**config.mk**
```make
export PLATFORM = sky130hd
export DESIGN_NAME = rle_capture
export DESIGN_NICKNAME = d
export VERILOG_FILES = /design/src/rtl/rle_cap_pkg.sv /design/src/rtl/rle_sync.sv /design/src/rtl/rle_run_counter.sv /design/src/rtl/rle_word_out.sv /design/src/rtl/rle_capture.sv
export SDC_FILE = /design/constraint.sdc
export NUM_CORES = 1
export LEC_CHECK = 0
export ABC_AREA = 1
export CORE_MARGIN = 2
export CORE_UTILIZATION = 42
export DETAILED_ROUTE_END_ITERATION = 16
export MAX_ROUTING_LAYER = met4
export RECOVER_POWER = 100
export SLEW_MARGIN = 5
export SYNTH_ARGS = -nofsm -noshare
export SYNTH_HDL_FRONTEND = slang
export SYNTH_SLANG_ARGS = --single-unit
```
**constraint.sdc**
```tcl
create_clock -name clk -period 2.35 [get_ports clk]
set_input_delay 0.5875 -clock clk [delete_from_list [all_inputs] [get_ports clk]]
set_output_delay 0.5875 -clock clk [all_outputs]
set_load 0.1 [all_outputs]
```
**src/rtl/rle_cap_pkg.sv**
```systemverilog
package rle_cap_pkg;

    typedef enum logic [1:0] {
        ST_IDLE  = 2'd0,
        ST_CAPT  = 2'd1,
        ST_DRAIN = 2'd2
    } cap_state_e;

endpackage

```
**src/rtl/rle_sync.sv**
```systemverilog
// Multi-stage synchronizer for the asynchronous input pin.
module rle_sync #(
    parameter int STAGES = 2
)(
    input  logic clk,
    input  logic rst_n,
    input  logic d,
    output logic q
);
    logic [STAGES-1:0] chain;

    always_ff @(posedge clk or negedge rst_n) begin
        if (!rst_n) begin
            chain <= '0;
        end else begin
            chain <= {chain[STAGES-2:0], d};
        end
    end

    assign q = chain[STAGES-1];
endmodule

```
**src/rtl/rle_run_counter.sv**
```systemverilog
// Saturating run-length tick counter: clear loads 1, step adds one.
module rle_run_counter #(
    parameter int W = 32
)(
    input  logic         clk,
    input  logic         rst_n,
    input  logic         clear,
    input  logic         step,
    output logic [W-1:0] tick,
    output logic         sat
);
    assign sat = &tick;

    always_ff @(posedge clk or negedge rst_n) begin
        if (!rst_n) begin
            tick <= '0;
        end else if (clear) begin
            tick <= W'(1);
        end else if (step && !sat) begin
            tick <= tick + 1'b1;
        end
    end

    // once at the ceiling, further steps keep it there
    p_sat_hold_r6: assert property (@(posedge clk) disable iff (!rst_n)
        (sat && step && !clear) |=> sat);
endmodule

```
**src/rtl/rle_word_out.sv**
```systemverilog
// Output word register with valid/ready, ordinal, delivered count, drop flag.
module rle_word_out #(
    parameter int TW = 32,
    parameter int CW = 8
)(
    input  logic          clk,
    input  logic          rst_n,
    input  logic          clr,
    input  logic          load,
    input  logic          lvl,
    input  logic [TW-1:0] dur,
    input  logic          seg_ready,
    output logic          seg_valid,
    output logic [TW:0]   seg_word,
    output logic [CW-1:0] seg_index,
    output logic [CW-1:0] seg_count,
    output logic          drop_flag
);
    logic take;

    assign take = load && (!seg_valid || seg_ready);

    always_ff @(posedge clk or negedge rst_n) begin
        if (!rst_n) begin
            seg_valid <= 1'b0;
            seg_word  <= '0;
            seg_index <= '0;
            seg_count <= '0;
            drop_flag <= 1'b0;
        end else begin
            if (clr) begin
                seg_count <= '0;
                drop_flag <= 1'b0;
            end
            if (take) begin
                seg_valid <= 1'b1;
                seg_word  <= {lvl, dur};
                seg_index <= seg_count;
                seg_count <= seg_count + 1'b1;
            end else if (seg_valid && seg_ready) begin
                seg_valid <= 1'b0;
            end
            if (load && !take) begin
                drop_flag <= 1'b1;
            end
        end
    end

    // a presented duration is never zero
    p_min_len_r3: assert property (@(posedge clk) disable iff (!rst_n)
        seg_valid |-> (seg_word[TW-1:0] != '0));

    // a stalled word stays put
    p_hold_r8: assert property (@(posedge clk) disable iff (!rst_n)
        (seg_valid && !seg_ready) |=> (seg_valid && $stable(seg_word)));

    // a lost run does not advance the count
    p_drop_count_r8: assert property (@(posedge clk) disable iff (!rst_n)
        (load && seg_valid && !seg_ready && !clr) |=> ($stable(seg_count) && drop_flag));
endmodule

```
**src/rtl/rle_capture.sv**
```systemverilog
// Level run-length capture encoder: top level with control state machine.
module rle_capture
    import rle_cap_pkg::*;
#(
    parameter int TICKS_WIDTH  = 32,
    parameter int MAX_SEGMENTS = 1024,
    parameter int SYNC_STAGES  = 2
)(
    input  logic                              clk,
    input  logic                              rst_n,
    input  logic                              cap_en,
    input  logic                              pin_in,
    output logic                              seg_valid,
    input  logic                              seg_ready,
    output logic [TICKS_WIDTH:0]              seg_word,
    output logic [$clog2(MAX_SEGMENTS+1)-1:0] seg_index,
    output logic [$clog2(MAX_SEGMENTS+1)-1:0] seg_count,
    output logic                              busy,
    output logic                              ovf_flag,
    output logic                              drop_flag,
    output logic                              full_flag
);
    localparam int CNT_W = $clog2(MAX_SEGMENTS + 1);
    localparam logic [CNT_W-1:0] LAST_SLOT = CNT_W'(MAX_SEGMENTS - 1);

    cap_state_e state, nxt;
    logic lvl_s, en_q, cur_lvl;
    logic emit, restart, step, clr, set_full, slot_free;
    logic [TICKS_WIDTH-1:0] tick;
    logic tick_sat;
    logic ovf_q, full_q;

    rle_sync #(.STAGES(SYNC_STAGES)) u_sync (
        .clk(clk), .rst_n(rst_n), .d(pin_in), .q(lvl_s)
    );

    rle_run_counter #(.W(TICKS_WIDTH)) u_ctr (
        .clk(clk), .rst_n(rst_n), .clear(restart), .step(step),
        .tick(tick), .sat(tick_sat)
    );

    rle_word_out #(.TW(TICKS_WIDTH), .CW(CNT_W)) u_out (
        .clk(clk), .rst_n(rst_n), .clr(clr), .load(emit), .lvl(cur_lvl),
        .dur(tick), .seg_ready(seg_ready), .seg_valid(seg_valid),
        .seg_word(seg_word), .seg_index(seg_index), .seg_count(seg_count),
        .drop_flag(drop_flag)
    );

    assign slot_free = !seg_valid || seg_ready;

    // State register
    always_ff @(posedge clk or negedge rst_n) begin
        if (!rst_n) begin
            state <= ST_IDLE;
        end else begin
            state <= nxt;
        end
    end

    // Next state and control strobes
    always_comb begin
        nxt      = state;
        emit     = 1'b0;
        restart  = 1'b0;
        step     = 1'b0;
        clr      = 1'b0;
        set_full = 1'b0;
        unique case (state)
            ST_IDLE: begin
                if (cap_en && !en_q) begin          // START
                    clr     = 1'b1;
                    restart = 1'b1;
                    nxt     = ST_CAPT;
                end
            end
            ST_CAPT: begin
                if (!cap_en) begin                  // STOP
                    emit = 1'b1;
                    nxt  = ST_DRAIN;
                end else if (lvl_s != cur_lvl) begin // SPLIT
                    emit    = 1'b1;
                    restart = 1'b1;
                end else begin                      // HOLD
                    step = 1'b1;
                end
                if (emit && slot_free && (seg_count == LAST_SLOT)) begin // FILL
                    set_full = 1'b1;
                    nxt      = ST_DRAIN;
                end
            end
            ST_DRAIN: begin
                if (!seg_valid) begin               // RELEASE
                    nxt = ST_IDLE;
                end
            end
            default: nxt = ST_IDLE;
        endcase
    end

    // Datapath and sticky flag registers
    always_ff @(posedge clk or negedge rst_n) begin
        if (!rst_n) begin
            en_q    <= 1'b0;
            cur_lvl <= 1'b0;
            ovf_q   <= 1'b0;
            full_q  <= 1'b0;
        end else begin
            en_q <= cap_en;
            if (restart) begin
                cur_lvl <= lvl_s;
            end
            if (clr) begin
                ovf_q  <= 1'b0;
                full_q <= 1'b0;
            end else begin
                if (step && tick_sat) begin
                    ovf_q <= 1'b1;
                end
                if (set_full) begin
                    full_q <= 1'b1;
                end
            end
        end
    end

    // Outputs
    always_comb begin
        busy      = (state != ST_IDLE);
        ovf_flag  = ovf_q;
        full_flag = full_q;
    end

    // overflow flag only clears at a start
    p_ovf_sticky_r6: assert property (@(posedge clk) disable iff (!rst_n)
        (ovf_flag && !(state == ST_IDLE && cap_en && !en_q)) |=> ovf_flag);

    // a start leaves count and flags cleared
    p_start_clear_r10: assert property (@(posedge clk) disable iff (!rst_n)
        (state == ST_IDLE && cap_en && !en_q) |=>
        (seg_count == '0 && !ovf_flag && !drop_flag && !full_flag && busy));

    // count never exceeds the budget
    p_count_bound_r9: assert property (@(posedge clk) disable iff (!rst_n)
        seg_count <= CNT_W'(MAX_SEGMENTS));

    // reaching the budget leaves capture
    p_full_ends_r9: assert property (@(posedge clk) disable iff (!rst_n)
        $rose(full_flag) |-> (state == ST_DRAIN));
endmodule

```
==> flow_metrics.py <==
metrics = {
    "outcome": {
        "status": "complete, no violations",
    },
    "timing": {
        "layout_setup_ws_ns": 0.316,
        "post-route-period-util_pct": 86.6,
        "final.min_clock_period_ns": 2.03,
        "slew_headroom_pct": 35.5,
        "setup_violations": 0,
        "hold_viol": 0,
        "rsz0062_at_grt": "no",
        "tightest_slew_ns": 0.967,
        "clock_skew_ns": 0.00637,
        "fmax_mhz": 492,
        "fin_setup_tns_ns": 0,
        "slew_violations": 0,
    },
    "critical_path": {
        "setup.worst_path.start": "cap_en",
        "cp.required_ns": 2.62,
        "r2r_end": "u_ctr.tick[29]$_DFFE_PN0P_",
        "crit_path_end": "u_ctr.tick[17]$_DFFE_PN0P_",
        "reg2regPathDepth": 11,
        "worstSetupPathType": "input pin to flip-flop",
        "cp-start-kind": "input pin",
        "end_kind": "flip-flop",
        "reg2reg_from": "u_ctr.tick[1]$_DFFE_PN0P_",
        "cp_data_arrival_time_ns": 2.31,
        "reg2reg_slack_ns": 0.38,
        "cp_max_fo": 16,
    },
    "pwr": {
        "vdd.ir_drop.worst_v": 0.000909,
        "p_per_area_nw_per_um2": 1160,
        "power.leakage_nw": 2.67,
    },
    "flow_run": {
        "maxCapViolCount": 0,
    },
    "synth": {
        "synth_area_um2": 4750,
        "synth_seq_cells": 97,
        "synth_cells": 585,
        "synth_nets": 592,
        "synth_area_per_cell_um2": 8.12,
        "async_flop_share_pct": 100,
        "synth-edff-count": 0,
        "ys_seq_area_share_pct": 51.1,
        "yosys.cell_types.count": 34,
        "synth_flop_cell": "dfrtp_1",
        "ys_warn_count": 0,
    },
    "clock_network": {
        "worstSkewPairLatency_ns": 0.34,
        "cts_resized": 0,
        "clock-sinks": 97,
        "postCtsSetupRepairBufs": 0,
        "hold_buffers": 0,
        "cts_buffers": 9,
        "cts_tree": "done",
        "clk_pin_slew_ns": 0.06,
        "cts-htree-levels": 3,
        "cts_root_buf": "clkbuf_16",
        "clockBufferDepth": 2,
    },
    "route": {
        "drc": 0,
        "ant_nets": 0,
        "wire_per_inst_um": 13.6,
        "drt_iter0_drc": 239,
        "vias_per_cell": 4.97,
        "vias": 3953,
        "dr.pass1.iters": 5,
        "routed_wl_mm": 10.8,
    },
    "final_layout": {
        "area_delta_synth_final_pct": 16.2,
        "instances_no_fill": 795,
        "fill_cells": 1090,
        "n_antenna_cell": 0,
        "drive_above_1_share_pct": 16.2,
        "fin_nets": 660,
        "fin_util_pct": 50.5,
    },
    "global_routing": {
        "antenna_found_initial": 0,
        "track_usage_pct": 19.8,
        "grt_max_degree": 45,
        "grt_pass1_wl_mm": 18.0,
        "overflow": 0,
        "grt_pass1_vias": 3846,
    },
    "die": {
        "io_pins": 65,
        "core_area_um2": 10900,
        "die_x_um": 110,
        "initial_utilization_pct": 43.4,
        "die_h_um": 110,
        "rows": 38,
        "die-area_um2": 12200,
    },
    "place": {
        "dp_hpwl_mm": 7.93,
        "dp_cells": 782,
        "portBuffers": 64,
        "preCtsSetupSlack_ns": 0.197,
        "place_congestion": 0.932,
    },
    "worst_hold_path": {
        "hp-class": "flip-flop to flip-flop",
    },
}
[worst min-delay path by stage]
stage,from,to,slack [ns],depth (start not counted)
2_1_floorplan,rst_n,cur_lvl$_DFFE_PN0P_,0.29,0
3_3_place_gp,u_sync.chain[0]$_DFF_PN0_,u_sync.chain[1]$_DFF_PN0_,0.33,0
3_5_place_dp,u_sync.chain[0]$_DFF_PN0_,u_sync.chain[1]$_DFF_PN0_,0.35,0
4_1_cts,rst_n,u_out.seg_index[7]$_DFFE_PN0P_,0.22,1
5_1_grt,u_sync.chain[0]$_DFF_PN0_,u_sync.chain[1]$_DFF_PN0_,0.38,0
6_report,u_sync.chain[0]$_DFF_PN0_,u_sync.chain[1]$_DFF_PN0_,0.36,0
[power by group]
part           internal (W)  total (W)  switching, W  leakage [nW]
clock              0.000787    0.00136      0.000576         0.134
sequential          0.00195    0.00215      0.000198          1.32
combinational      0.000424    0.00290       0.00248          1.21
[routing by layer]
metal | share of wire (%) | wire [um] | global-route usage [%] | up-vias
li1 | - | - | - | 1984
met1 | 49 | 5320 | 26.6 | 1856
met2 | 45 | 4850 | 30.5 | 98
met3 | 4.3 | 463 | 3.82 | 15
met4 | 1.5 | 159 | 5.98 | 0
met5 | 0 | 0 | - | -
[cell usage after synthesis (4+ instances only)]
| library cell | count | area [um2] |
|---|---|---|
| dfrtp_1 | 97 | 2430 |
| xor2_1 | 16 | 140 |
| buf_2 | 4 | 20.0 |
| nand4_1 | 15 | 93.8 |
| nand3_1 | 24 | 120 |
| clkbuf_1 | 8 | 30.0 |
| nand2_1 | 199 | 747 |
| nor2_2 | 5 | 31.3 |
| o22ai_2 | 5 | 62.6 |
| o21ai_0 | 63 | 315 |
| inv_1 | 61 | 229 |
| nor2_1 | 47 | 176 |
| nor2_4 | 4 | 45.0 |
[flip-flops by register name (all words and copies together) (netlist names)]
signal / count
u_ctr.tick: 32
u_out.seg_word: 33
u_out.seg_count: 11
u_out.seg_valid: 1
state: 2
full_flag: 1
u_sync.chain: 2
u_out.seg_index: 11
cur_lvl: 1
ovf_flag: 1
en_q: 1
u_out.drop_flag: 1
[cell type report]
| type | count | area, um2 | share of cell area (%) |
|---|---|---|---|
| multi-input combinational | 408 | 1980 | 35.8 |
| inverter | 64 | 240 | 4.35 |
| timing repair buffer | 73 | 430 | 7.80 |
| sequential | 97 | 2430 | 44.0 |
| tap | 140 | 175 | 3.17 |
| clock buffer | 13 | 270 | 4.90 |
[logic make-up (layout without fill, tap and decap cells)]
kind of cell             count (synthesis)  in the layout  share of synthesized area (%)
buffers and inverters                   80            150                           6.98
AO/OA/AOI/OAI                           83             83                           10.2
AND/OR/NAND/NOR                        306            306                           28.0
adder cells (fa/ha/maj)                  2              2                          0.527
flip-flops                              97             97                           51.1
XOR/XNOR                                17             17                           3.14
[worst max-delay path: stages]
cell and delay (ns):
dlygate4sd3_1 0.59, nand2_1 0.15, inv_1 0.08, a21oi_2 0.20, clkbuf_2 0.39, nand2_1 0.09
nor2_1 0.09, nand2_1 0.06, nand2_1 0.05
[cells in the final DEF (no fill, tap or decap), types with 3 or more instances in the layout]
| master | count |
|---|---|
| buf_12 | 3 |
| clkbuf_1 | 3 |
| clkbuf_16 | 9 |
| clkbuf_2 | 62 |
| clkbuf_8 | 3 |
| dfrtp_1 | 97 |
| inv_1 | 62 |
| nand2_1 | 200 |
| nand3_1 | 24 |
| nand4_1 | 15 |
| nor2_1 | 48 |
| nor2_2 | 4 |
| nor2_4 | 4 |
| o21ai_0 | 65 |
| o22ai_1 | 3 |
| o22ai_2 | 5 |
| xor2_1 | 16 |
[through the flow]
stage | area (um2) | hold WS, ns | power (W)
after floorplan | 4750 | 0.292 | 0.00459
after global placement | 5450 | 0.334 | 0.00528
after detailed placement | 5450 | 0.346 | 0.00531
after CTS | 5720 | 0.215 | 0.00669
after global routing | 5520 | 0.382 | 0.00672
final | 5520 | 0.357 | 0.00642
(Power assumes the default switching activity.)
